$ cat src/rtl/irqc_pkg.sv
package irqc_pkg;
  localparam int ADDR_W = 5;
  localparam int SEL_W  = ADDR_W - 2;
  localparam int UNMASK_BIT = 16;
  localparam int RELOAD_BIT = 17;

  typedef enum logic [SEL_W-1:0] {
    SEL_HOLDOFF = 3'd0,
    SEL_MASK    = 3'd1,
    SEL_CREDIT  = 3'd2,
    SEL_AUTOMSK = 3'd3,
    SEL_COUNT   = 3'd4
  } reg_sel_e;
endpackage

$ cat src/rtl/irqc_cfg_regs.sv
module irqc_cfg_regs #(
  parameter int TMR_W = 6
) (
  input  logic             clk,
  input  logic             rst_n,
  input  logic             wr_holdoff,
  input  logic             wr_mask,
  input  logic             wr_automsk,
  input  logic [TMR_W-1:0] wdata_lo,
  input  logic             unmask_req,
  input  logic             send,
  output logic [TMR_W-1:0] holdoff_q,
  output logic             mask_q,
  output logic             automsk_q
);
  always_ff @(posedge clk) begin
    if (!rst_n) begin
      holdoff_q <= '0;
      mask_q    <= 1'b1;
      automsk_q <= 1'b0;
    end else begin
      if (wr_holdoff) holdoff_q <= wdata_lo;
      if (wr_automsk) automsk_q <= wdata_lo[0];
      if (send && automsk_q)  mask_q <= 1'b1;
      else if (wr_mask)       mask_q <= wdata_lo[0];
      else if (unmask_req)    mask_q <= 1'b0;
    end
  end
endmodule

$ cat src/rtl/irqc_holdoff_timer.sv
module irqc_holdoff_timer #(
  parameter int TMR_W = 6
) (
  input  logic             clk,
  input  logic             rst_n,
  input  logic             tick_en,
  input  logic             load,
  input  logic [TMR_W-1:0] load_val,
  output logic [TMR_W-1:0] count_q,
  output logic             expired
);
  assign expired = (count_q == '0);

  always_ff @(posedge clk) begin
    if (!rst_n)                     count_q <= '0;
    else if (load)                  count_q <= load_val;
    else if (tick_en && !expired)   count_q <= count_q - 1'b1;
  end
endmodule

$ cat src/rtl/irqc_credit_track.sv
module irqc_credit_track #(
  parameter int CRED_W = 16,
  parameter int DEC_W  = 15
) (
  input  logic              clk,
  input  logic              rst_n,
  input  logic              send,
  input  logic              evt,
  input  logic              cred_wr,
  input  logic [DEC_W-1:0]  dec_val,
  output logic [CRED_W-1:0] cred_q,
  output logic              pending_q
);
  logic [CRED_W-1:0] cred_n;
  logic              zero_clr;

  always_comb begin
    cred_n = cred_q + CRED_W'(send);
    if (cred_wr) cred_n = cred_n - CRED_W'(dec_val);
  end

  assign zero_clr = cred_wr && (cred_n == '0);

  always_ff @(posedge clk) begin
    if (!rst_n) begin
      cred_q    <= '0;
      pending_q <= 1'b0;
    end else begin
      cred_q    <= cred_n;
      pending_q <= !send && (evt || (pending_q && !zero_clr));
    end
  end
endmodule

$ cat src/rtl/irq_coalesce_ctrl.sv
module irq_coalesce_ctrl
  import irqc_pkg::*;
#(
  parameter int TMR_W  = 6,
  parameter int CRED_W = 16,
  parameter int DEC_W  = 15
) (
  input  logic        clk,
  input  logic        rst_n,
  input  logic        tick_en_i,
  input  logic        evt_i,
  input  logic        reg_wr_i,
  input  logic [4:0]  reg_addr_i,
  input  logic [31:0] reg_wdata_i,
  output logic [31:0] reg_rdata_o,
  output logic        irq_send_o,
  output logic        pending_o
);
  reg_sel_e          sel;
  logic              wr_holdoff, wr_mask, wr_automsk, cred_wr;
  logic              unmask_req, reload_req, send;
  logic [TMR_W-1:0]  holdoff_q, count_q;
  logic              mask_q, automsk_q, expired, pending_q;
  logic [CRED_W-1:0] cred_q;
  logic              unused_bits;

  assign sel        = reg_sel_e'(reg_addr_i[ADDR_W-1:2]);
  assign wr_holdoff = reg_wr_i && (sel == SEL_HOLDOFF);
  assign wr_mask    = reg_wr_i && (sel == SEL_MASK);
  assign wr_automsk = reg_wr_i && (sel == SEL_AUTOMSK);
  assign cred_wr    = reg_wr_i && (sel == SEL_CREDIT);
  assign unmask_req = cred_wr && reg_wdata_i[UNMASK_BIT];
  assign reload_req = cred_wr && reg_wdata_i[RELOAD_BIT];
  assign unused_bits = ^{reg_addr_i[1:0], reg_wdata_i[31:RELOAD_BIT+1],
                         reg_wdata_i[UNMASK_BIT-1:DEC_W]};

  assign send = (evt_i || pending_q) && !mask_q && expired;

  irqc_cfg_regs #(.TMR_W(TMR_W)) u_cfg (
    .clk(clk), .rst_n(rst_n),
    .wr_holdoff(wr_holdoff), .wr_mask(wr_mask), .wr_automsk(wr_automsk),
    .wdata_lo(reg_wdata_i[TMR_W-1:0]), .unmask_req(unmask_req), .send(send),
    .holdoff_q(holdoff_q), .mask_q(mask_q), .automsk_q(automsk_q)
  );

  irqc_holdoff_timer #(.TMR_W(TMR_W)) u_tmr (
    .clk(clk), .rst_n(rst_n), .tick_en(tick_en_i),
    .load(send || reload_req), .load_val(holdoff_q),
    .count_q(count_q), .expired(expired)
  );

  irqc_credit_track #(.CRED_W(CRED_W), .DEC_W(DEC_W)) u_cred (
    .clk(clk), .rst_n(rst_n), .send(send), .evt(evt_i),
    .cred_wr(cred_wr), .dec_val(reg_wdata_i[DEC_W-1:0]),
    .cred_q(cred_q), .pending_q(pending_q)
  );

  always_comb begin
    reg_rdata_o = '0;
    case (sel)
      SEL_HOLDOFF: reg_rdata_o = 32'(holdoff_q);
      SEL_MASK:    reg_rdata_o = 32'(mask_q);
      SEL_CREDIT:  reg_rdata_o = 32'(cred_q);
      SEL_AUTOMSK: reg_rdata_o = 32'(automsk_q);
      SEL_COUNT:   reg_rdata_o = 32'(count_q);
      default:     reg_rdata_o = '0;
    endcase
  end

  assign irq_send_o = send;
  assign pending_o  = pending_q;
endmodule

$ cat config.mk
export PLATFORM = sky130hd
export DESIGN_NAME = irq_coalesce_ctrl
export DESIGN_NICKNAME = d
export VERILOG_FILES = /design/src/rtl/irqc_pkg.sv /design/src/rtl/irqc_cfg_regs.sv /design/src/rtl/irqc_holdoff_timer.sv /design/src/rtl/irqc_credit_track.sv /design/src/rtl/irq_coalesce_ctrl.sv
export SDC_FILE = /design/constraint.sdc
export NUM_CORES = 1
export LEC_CHECK = 0
export BUFFER_PORTS_ARGS = -buffer_cell sky130_fd_sc_hd__buf_4
export CORE_UTILIZATION = 25
export CTS_CLUSTER_SIZE = 25
export DETAILED_ROUTE_END_ITERATION = 8
export GPL_ROUTABILITY_DRIVEN = 0
export PLACE_DENSITY = 0.41
export SLEW_MARGIN = 20
export SYNTH_ARGS = -nofsm -noshare
export SYNTH_HDL_FRONTEND = slang
export SYNTH_SLANG_ARGS = --single-unit
$ cat constraint.sdc
create_clock -name clk -period 3.4 [get_ports clk]
set_clock_uncertainty 0.05 [all_clocks]
set_input_delay 0.51 -clock clk [delete_from_list [all_inputs] [get_ports clk]]
set_output_delay 0.51 -clock clk [all_outputs]
set_load 0.02 [all_outputs]
==> results of run 1 <==
worst max path at each step:
stage / to / slack (ps)
2_1_floorplan: u_cred.pending_q / -250
3_3_place_gp: u_cred.pending_q / -420
3_5_place_dp: u_cred.pending_q / -410
4_1_cts: u_cred.pending_q / -150
5_1_grt: u_cred.pending_q / -330
6_report: u_cred.pending_q / -100
timing repair:
action                     4_1_cts  5_1_grt
pin swaps                       19       11
hold buffers                     0        0
buffers inserted                 7        5
setup endpoints to repair        6        5
gates resized for setup         30       21
hold endpoints to repair         0        0
state kept, by name, summed over array words and instances, names as in the netlist:
signal	count
u_cfg.automsk_q	1
u_tmr.count_q	6
u_cfg.mask_q	1
u_cfg.holdoff_q	6
u_cred.cred_q	16
u_cred.pending_q	1
stage by stage:
stage | area [µm²] | hold WS, ps
after global placement | 3680 | 438
after CTS | 4050 | 431
final | 4200 | 434
after floorplan | 2950 | 409
after global routing | 4200 | 441
after detailed placement | 3680 | 452
power groups by stage:
stage / Clock (mW) / Sequential (mW) / Combinational (mW)
floorplan: 0 / 0.453 / 0.420
global placement: 0 / 0.440 / 0.677
detailed placement: 0 / 0.440 / 0.675
CTS: 0.488 / 0.442 / 0.736
global route: 0.504 / 0.450 / 0.873
finish: 0.469 / 0.446 / 0.788
metal layers:
layer / share of wire / GRT usage / vias up
met5: 0 / 0 / -
met4: 0.019 / 0.0512 / 0
met3: 0.028 / 0.0197 / 11
met2: 0.48 / 0.255 / 54
met1: 0.47 / 0.202 / 1305
li1: - / - / 1457
logic make-up (layout without fill, tap and decap cells):
kind of cell    after synthesis  in the layout  synth area share
other cells                   1             16           0.00132
compound gates               71             71             0.168
simple gates                149            149             0.279
xor+xnor                     25             25            0.0821
flops                        31             31             0.218
buf+inv                      52            142            0.0935
mux                          19             19            0.0676
fa+ha+maj                    20             20            0.0904
placed cells by master (no fill, tap or decap), drive strengths merged, types with 2 or more instances in the layout:
cell / Yosys / layout
xnor2: 15 / 15
a21oi: 27 / 27
o2111ai: 3 / 3
o211ai: 2 / 2
nand3b: 5 / 5
mux2: 2 / 2
nand4: 7 / 7
mux2i: 17 / 17
buf: 20 / 108
and3: 3 / 3
nor3b: 4 / 4
ha: 19 / 19
or3: 2 / 2
clkbuf: 6 / 8
and2: 13 / 13
a211oi: 5 / 5
nor2: 54 / 54
a21o: 5 / 5
conb: 1 / 16
xor2: 10 / 10
inv: 25 / 25
nand2: 23 / 23
dfxtp: 31 / 31
a221oi: 2 / 2
or2: 3 / 3
o21bai: 2 / 2
nand2b: 2 / 2
nor2b: 4 / 4
nand3: 15 / 15
o21ai: 13 / 13
nor3: 10 / 10
o22ai: 2 / 2
worst min-delay path, cell delays in order:
cell and delay (ps):
buf_4 90, mux2i_1 60, nor2_1 70
cell type report:
cell class	count	area, µm²	area share
clock buffers	8	156	0.0372
repair buffers	108	818	0.195
inverters	26	97.6	0.0232
well taps	140	175	0.0417
flip-flops and latches	31	622	0.148
multi-input cells	300	2330	0.555
==> flow_summary.ini, run 1 <==
[synthesis]
synth_top_cell_by_area = dfxtp_1
async_reset_ff_frac = 0
yosysSeqAreaShare = 0.218
synthDistinctLibCells = 62
netlist_instances = 368
ys_top_cells_by_count = 54 x nor2_1, 31 x dfxtp_1, 25 x a21oi_1, 25 x inv_1, 23 x nand2_1
synth_top_area_frac = 0.218
netlist_area_um2 = 2850
synth_enable_flop_cells = 0
postSynthAreaPerCell_um2 = 7.75
synth.most_common_cell = nor2_1
synthTopCellsByArea = dfxtp_1 22%, ha_1 8.3%, nor2_1 7.1%
yosysWarnings = 0
ys_ff_latch = 31
synth_ff_type = dfxtp_1

[critical_path]
cp.depth = 17
reg2reg_depth = 17
crit_path_top_delay_cell = dfxtp_2
cp.required_ps = 3520
worst-path-buf-inv = 2
crit_start = u_tmr.count_q[1]
cp.arrival_ps = 3610
crit_top_cell = ha_4
path_cells = inv_2 > ha_4 > nand3_4 > nor3_4 > ha_4 > ha_4 > nand4_1 > xnor2_2 > ha_1 > buf_6 > and3_4 > a211oi_4 > o2111a_1 > xnor2_2 > o2111ai_2 > nor4b_2 > nor3_2
r2r_slack_ps = -100
worstReg2RegEnd = u_cred.pending_q
critPathKind = flop to flop
cp-end-kind = flop
cp_max_fo = 5
cpLargestDelayFamily = simple AND/OR/NAND/NOR gates
crit_path_max_incr_delay_ps = 320
worst_r2r_startpoint = u_tmr.count_q[1]
cp-start-kind = flop

[sta]
layout_min_cycle_time_ps = 3500
fmax_ghz = 0.286
finalHoldViolCount = 0
setup_tns_ps = -96.3
slew_headroom = 0.534
timing.final.ws_setup_ps = -96.3
grt_setup_unrepaired = yes
finalMaxSlewViolations = 0
finalCritPeriodShare = 1.03
setup_viol = 1
tightest_slew_ps = 696

[min_path]
holdPathStages = 3
holdPathEnd = u_cfg.holdoff_q[3]
holdCritStartpoint = reg_wdata_i[3]
min_path_type = input port to flop

[grt]
grt_pass1_vias = 2777
grt_overflow = 0
antenna_found_initial = 0
grt_usage = 0.153
grt_pass1_wl_um = 13900
grt_max_degree = 19

[die]
die_h_um = 109
die_x_um = 109
initial_utilization = 0.260
dieArea_um2 = 11800
design.core.area_um2 = 11000
pin_count = 76
row_count = 38

[pwr]
power.density_nw_per_um2 = 405
switching_share = 0.347
pwr-share-seq = 0.262
irDropWorstVdd_v = 0.000357
p_int_mw = 1.11
p_leak_nw = 1.91
combPwrFrac = 0.463
clockPowerShare = 0.276
total_power_mw = 1.70
netSwitchingPower_uw = 591

[placed_design]
dp_hpwl_um = 6680
dp_slack_ps = -415
dpl.cell_count = 594
io_buffers = 42

[clock_network]
numCtsBuffers = 5
cts_sinks = 31
cts-root-buf = clkbuf_16
clock_latency_ps = 280
cts_max_level = 2
cts_tree = built
clk_pin_slew_ps = 50
cts.path.max_buffers = 2

[drt]
ant_nets = 0
drt_pass1_iterations = 4
drc = 0
wl_per_cell_um = 14.1
vias = 2827
avgViaCountPerCell = 4.61
routed_wl_um = 8640
drt_iter0_drc = 125

[cells_and_area]
antenna_cells = 0
final_core_util = 0.383
fin_nets = 534
synthToLayoutAreaGrowth_pct = 47.5
drive_above_1_share = 0.374
instances_no_fill = 613
fillCellCount = 1177

[outcome]
status = complete, but fails checks
violations = negative setup slack

[job]
cap_violations = 0
Note: power is estimated with default switching activity, not from simulation.
==> run 2, diff against run 1 <==
- CORE_MARGIN: default -> 2
- SYNTH_HIERARCHICAL: default -> 1
==> flow_summary.ini, run 2 <==
[sta]
layout_min_cycle_time_ps = 4240
finalCritPeriodShare = 1.25
setup_tns_ps = -4920
grt_setup_unrepaired = yes
finalMaxSlewViolations = 0
slew_headroom = 0.547
fin_hold_ws_ps = 454
setup_viol = 11
tightest_slew_ps = 676
timing.final.ws_setup_ps = -839
fmax_ghz = 0.236
finalHoldViolCount = 0

[die]
design.core.area_um2 = 11300
pin_count = 76
die_h_um = 111
initial_utilization = 0.254
dieArea_um2 = 12400
row_count = 39
die_x_um = 111

[synthesis]
netlist_instances = 367
synth_ff_type = dfxtp_1
netlist_area_um2 = 2880
synthTopCellsByArea = dfxtp_1 22%, ha_1 8.3%, mux2i_1 6.3%
yosysSeqAreaShare = 0.216
ys_ff_latch = 31
synth_top_cell_by_area = dfxtp_1
synth_enable_flop_cells = 0
synth_top_area_frac = 0.216
yosysWarnings = 6
ys_top_cells_by_count = 31 x dfxtp_1, 31 x nor2_1, 30 x a21oi_1
async_reset_ff_frac = 0
synthDistinctLibCells = 62
postSynthAreaPerCell_um2 = 7.83

[clock_network]
clock_latency_ps = 280
cts_sinks = 31
numCtsBuffers = 5
cts.path.max_buffers = 2
clk_pin_slew_ps = 50
cts_tree = built
cts-root-buf = clkbuf_16
cts_max_level = 2

[cells_and_area]
instances_no_fill = 627
largest-register = u_cred/cred_q
final_cell_mix = 115 x buf_4, 30 x dfxtp_1, 26 x nor2_1
drive_above_1_share = 0.465
antenna_cells = 0
largest_reg_flops = 16
final_common_cell = buf_4
fin_area_um2 = 4660
fin_nets = 545
synthToLayoutAreaGrowth_pct = 62.2
final_core_util = 0.412
top_regs = u_cred/cred_q (16), u_cfg/holdoff_q (6), u_tmr/count_q (6)

[placed_design]
io_buffers = 42
dp_slack_ps = -1010
dpl.cell_count = 603
dp_hpwl_um = 7060
place_area_um2 = 3830

[critical_path]
cp.required_ps = 3510
crit_path_max_incr_delay_ps = 480
cp-end-kind = flop
cp_max_fo = 4
crit_top_cell = ha_4
critPathKind = flop to flop
cp.arrival_ps = 4350
crit_start = u_tmr/count_q[0]
crit_path_top_delay_cell = or4b_4
reg2reg_depth = 18
worstReg2RegEnd = u_cred/pending_q
worst_r2r_startpoint = u_tmr/count_q[0]
r2r_slack_ps = -840
path_cells = inv_2 > ha_4 > or4b_4 > nor2_4 > nor3b_4 > ha_4 > ha_4 > nand3_4 > xnor2_4 > ha_4 > a21o_4 > a221oi_4 > a21oi_2 > xor2_1 > mux2_4 > or4_4 > nor4_2 > a21oi_1
cp-start-kind = flop

[drt]
routed_wl_um = 9490
avgViaCountPerCell = 4.74
drt_iter0_drc = 80
drt_pass1_iterations = 4
ant_nets = 0
drc = 0
wl_per_cell_um = 15.1
vias = 2969

[grt]
grt_pass1_vias = 2977
grt_pass1_wl_um = 15000
grt_max_degree = 23
antenna_found_initial = 0
grt_usage = 0.152
grt_overflow = 0

[min_path]
holdCritStartpoint = reg_wdata_i[3]
holdPathEnd = u_cfg/holdoff_q[3]
holdPathStages = 3
min_path_type = input port to flop

[pwr]
netSwitchingPower_uw = 549
power.density_nw_per_um2 = 356
switching_share = 0.330
combPwrFrac = 0.450
p_leak_nw = 2.07
total_power_mw = 1.66
pwr-share-seq = 0.265
p_int_mw = 1.11
clockPowerShare = 0.285
irDropWorstVdd_v = 0.000254

[outcome]
status = complete, but fails checks
violations = negative setup slack

[job]
cap_violations = 0
[run 2: changes by cell type in the layout (fill, tap and decap cells not counted), sizes merged, moves of 4 or more]
| cell | change |
|---|---|
| a31oi | +5 |
| nor4 | +5 |
| nor2b | +5 |
| nand3 | -4 |
| buf | +16 |
| nand3b | -5 |
| a21oi | +4 |
| and2 | -7 |
| and3 | +10 |
| nor2 | -23 |
[run 2: worst max path at each step]
| stage | slack, ps | cells after the start | endpoint |
|---|---|---|---|
| floorplan | -980 | 18 | u_cred/pending_q |
| global placement | -990 | 19 | u_cred/pending_q |
| detailed placement | -1010 | 18 | u_cred/pending_q |
| CTS | -840 | 18 | u_cred/pending_q |
| global route | -980 | 18 | u_cred/pending_q |
| finish | -840 | 18 | u_cred/pending_q |
[run 2: kinds of logic (layout without fill, tap and decap cells)]
| family | count (synthesis) | count (layout) | share of synthesized area |
|---|---|---|---|
| other | 1 | 16 | 0.00130 |
| multiplexers | 21 | 21 | 0.0757 |
| flip-flops | 31 | 31 | 0.216 |
| AO/OA/AOI/OAI | 73 | 73 | 0.166 |
| buffers and inverters | 54 | 156 | 0.0992 |
| XOR/XNOR | 26 | 26 | 0.0792 |
| AND/OR/NAND/NOR | 141 | 141 | 0.273 |
| adder cells (fa/ha/maj) | 20 | 20 | 0.0896 |
[run 2: critical path, delay by kind of cell, from the launching register on]
family	cells	cell delay, ps
mux	1	270
flops	1	320
buf+inv	1	70
fa+ha+maj	4	760
compound gates	4	740
simple gates	6	1530
xor+xnor	2	390
[run 2: cell type report]
class | count | area (µm²)
fill | 1136 | 6660
inverter | 24 | 90.1
sequential | 31 | 622
clock buffer | 8 | 156
multi-input combinational | 297 | 2650
timing repair buffer | 124 | 965
tap | 143 | 179
[run 2: per-layer routing]
layer  wire [µm]  global-route usage  up-vias  share of wire
li1            -                   -     1484              -
met1        4330               0.189     1431           0.46
met2        4790               0.267       47           0.50
met3         234              0.0241        7          0.025
met4         132              0.0502        0          0.014
met5           0                   0        -              0
[run 2: what timing repair did]
item / CTS / global route
hold buffers: 0 / 0
pin swaps: 32 / 31
gates resized for setup: 56 / 32
gates cloned: 0 / 0
setup buffers: 10 / 9
endpoints found under the setup margin: 12 / 12
[run 2: power by group through the flow]
stage | sequential [mW] | combinational, mW | clock (mW)
floorplan | 0.459 | 0.392 | 0
global placement | 0.446 | 0.635 | 0
detailed placement | 0.445 | 0.635 | 0
CTS | 0.441 | 0.721 | 0.487
global route | 0.444 | 0.816 | 0.500
finish | 0.440 | 0.748 | 0.474
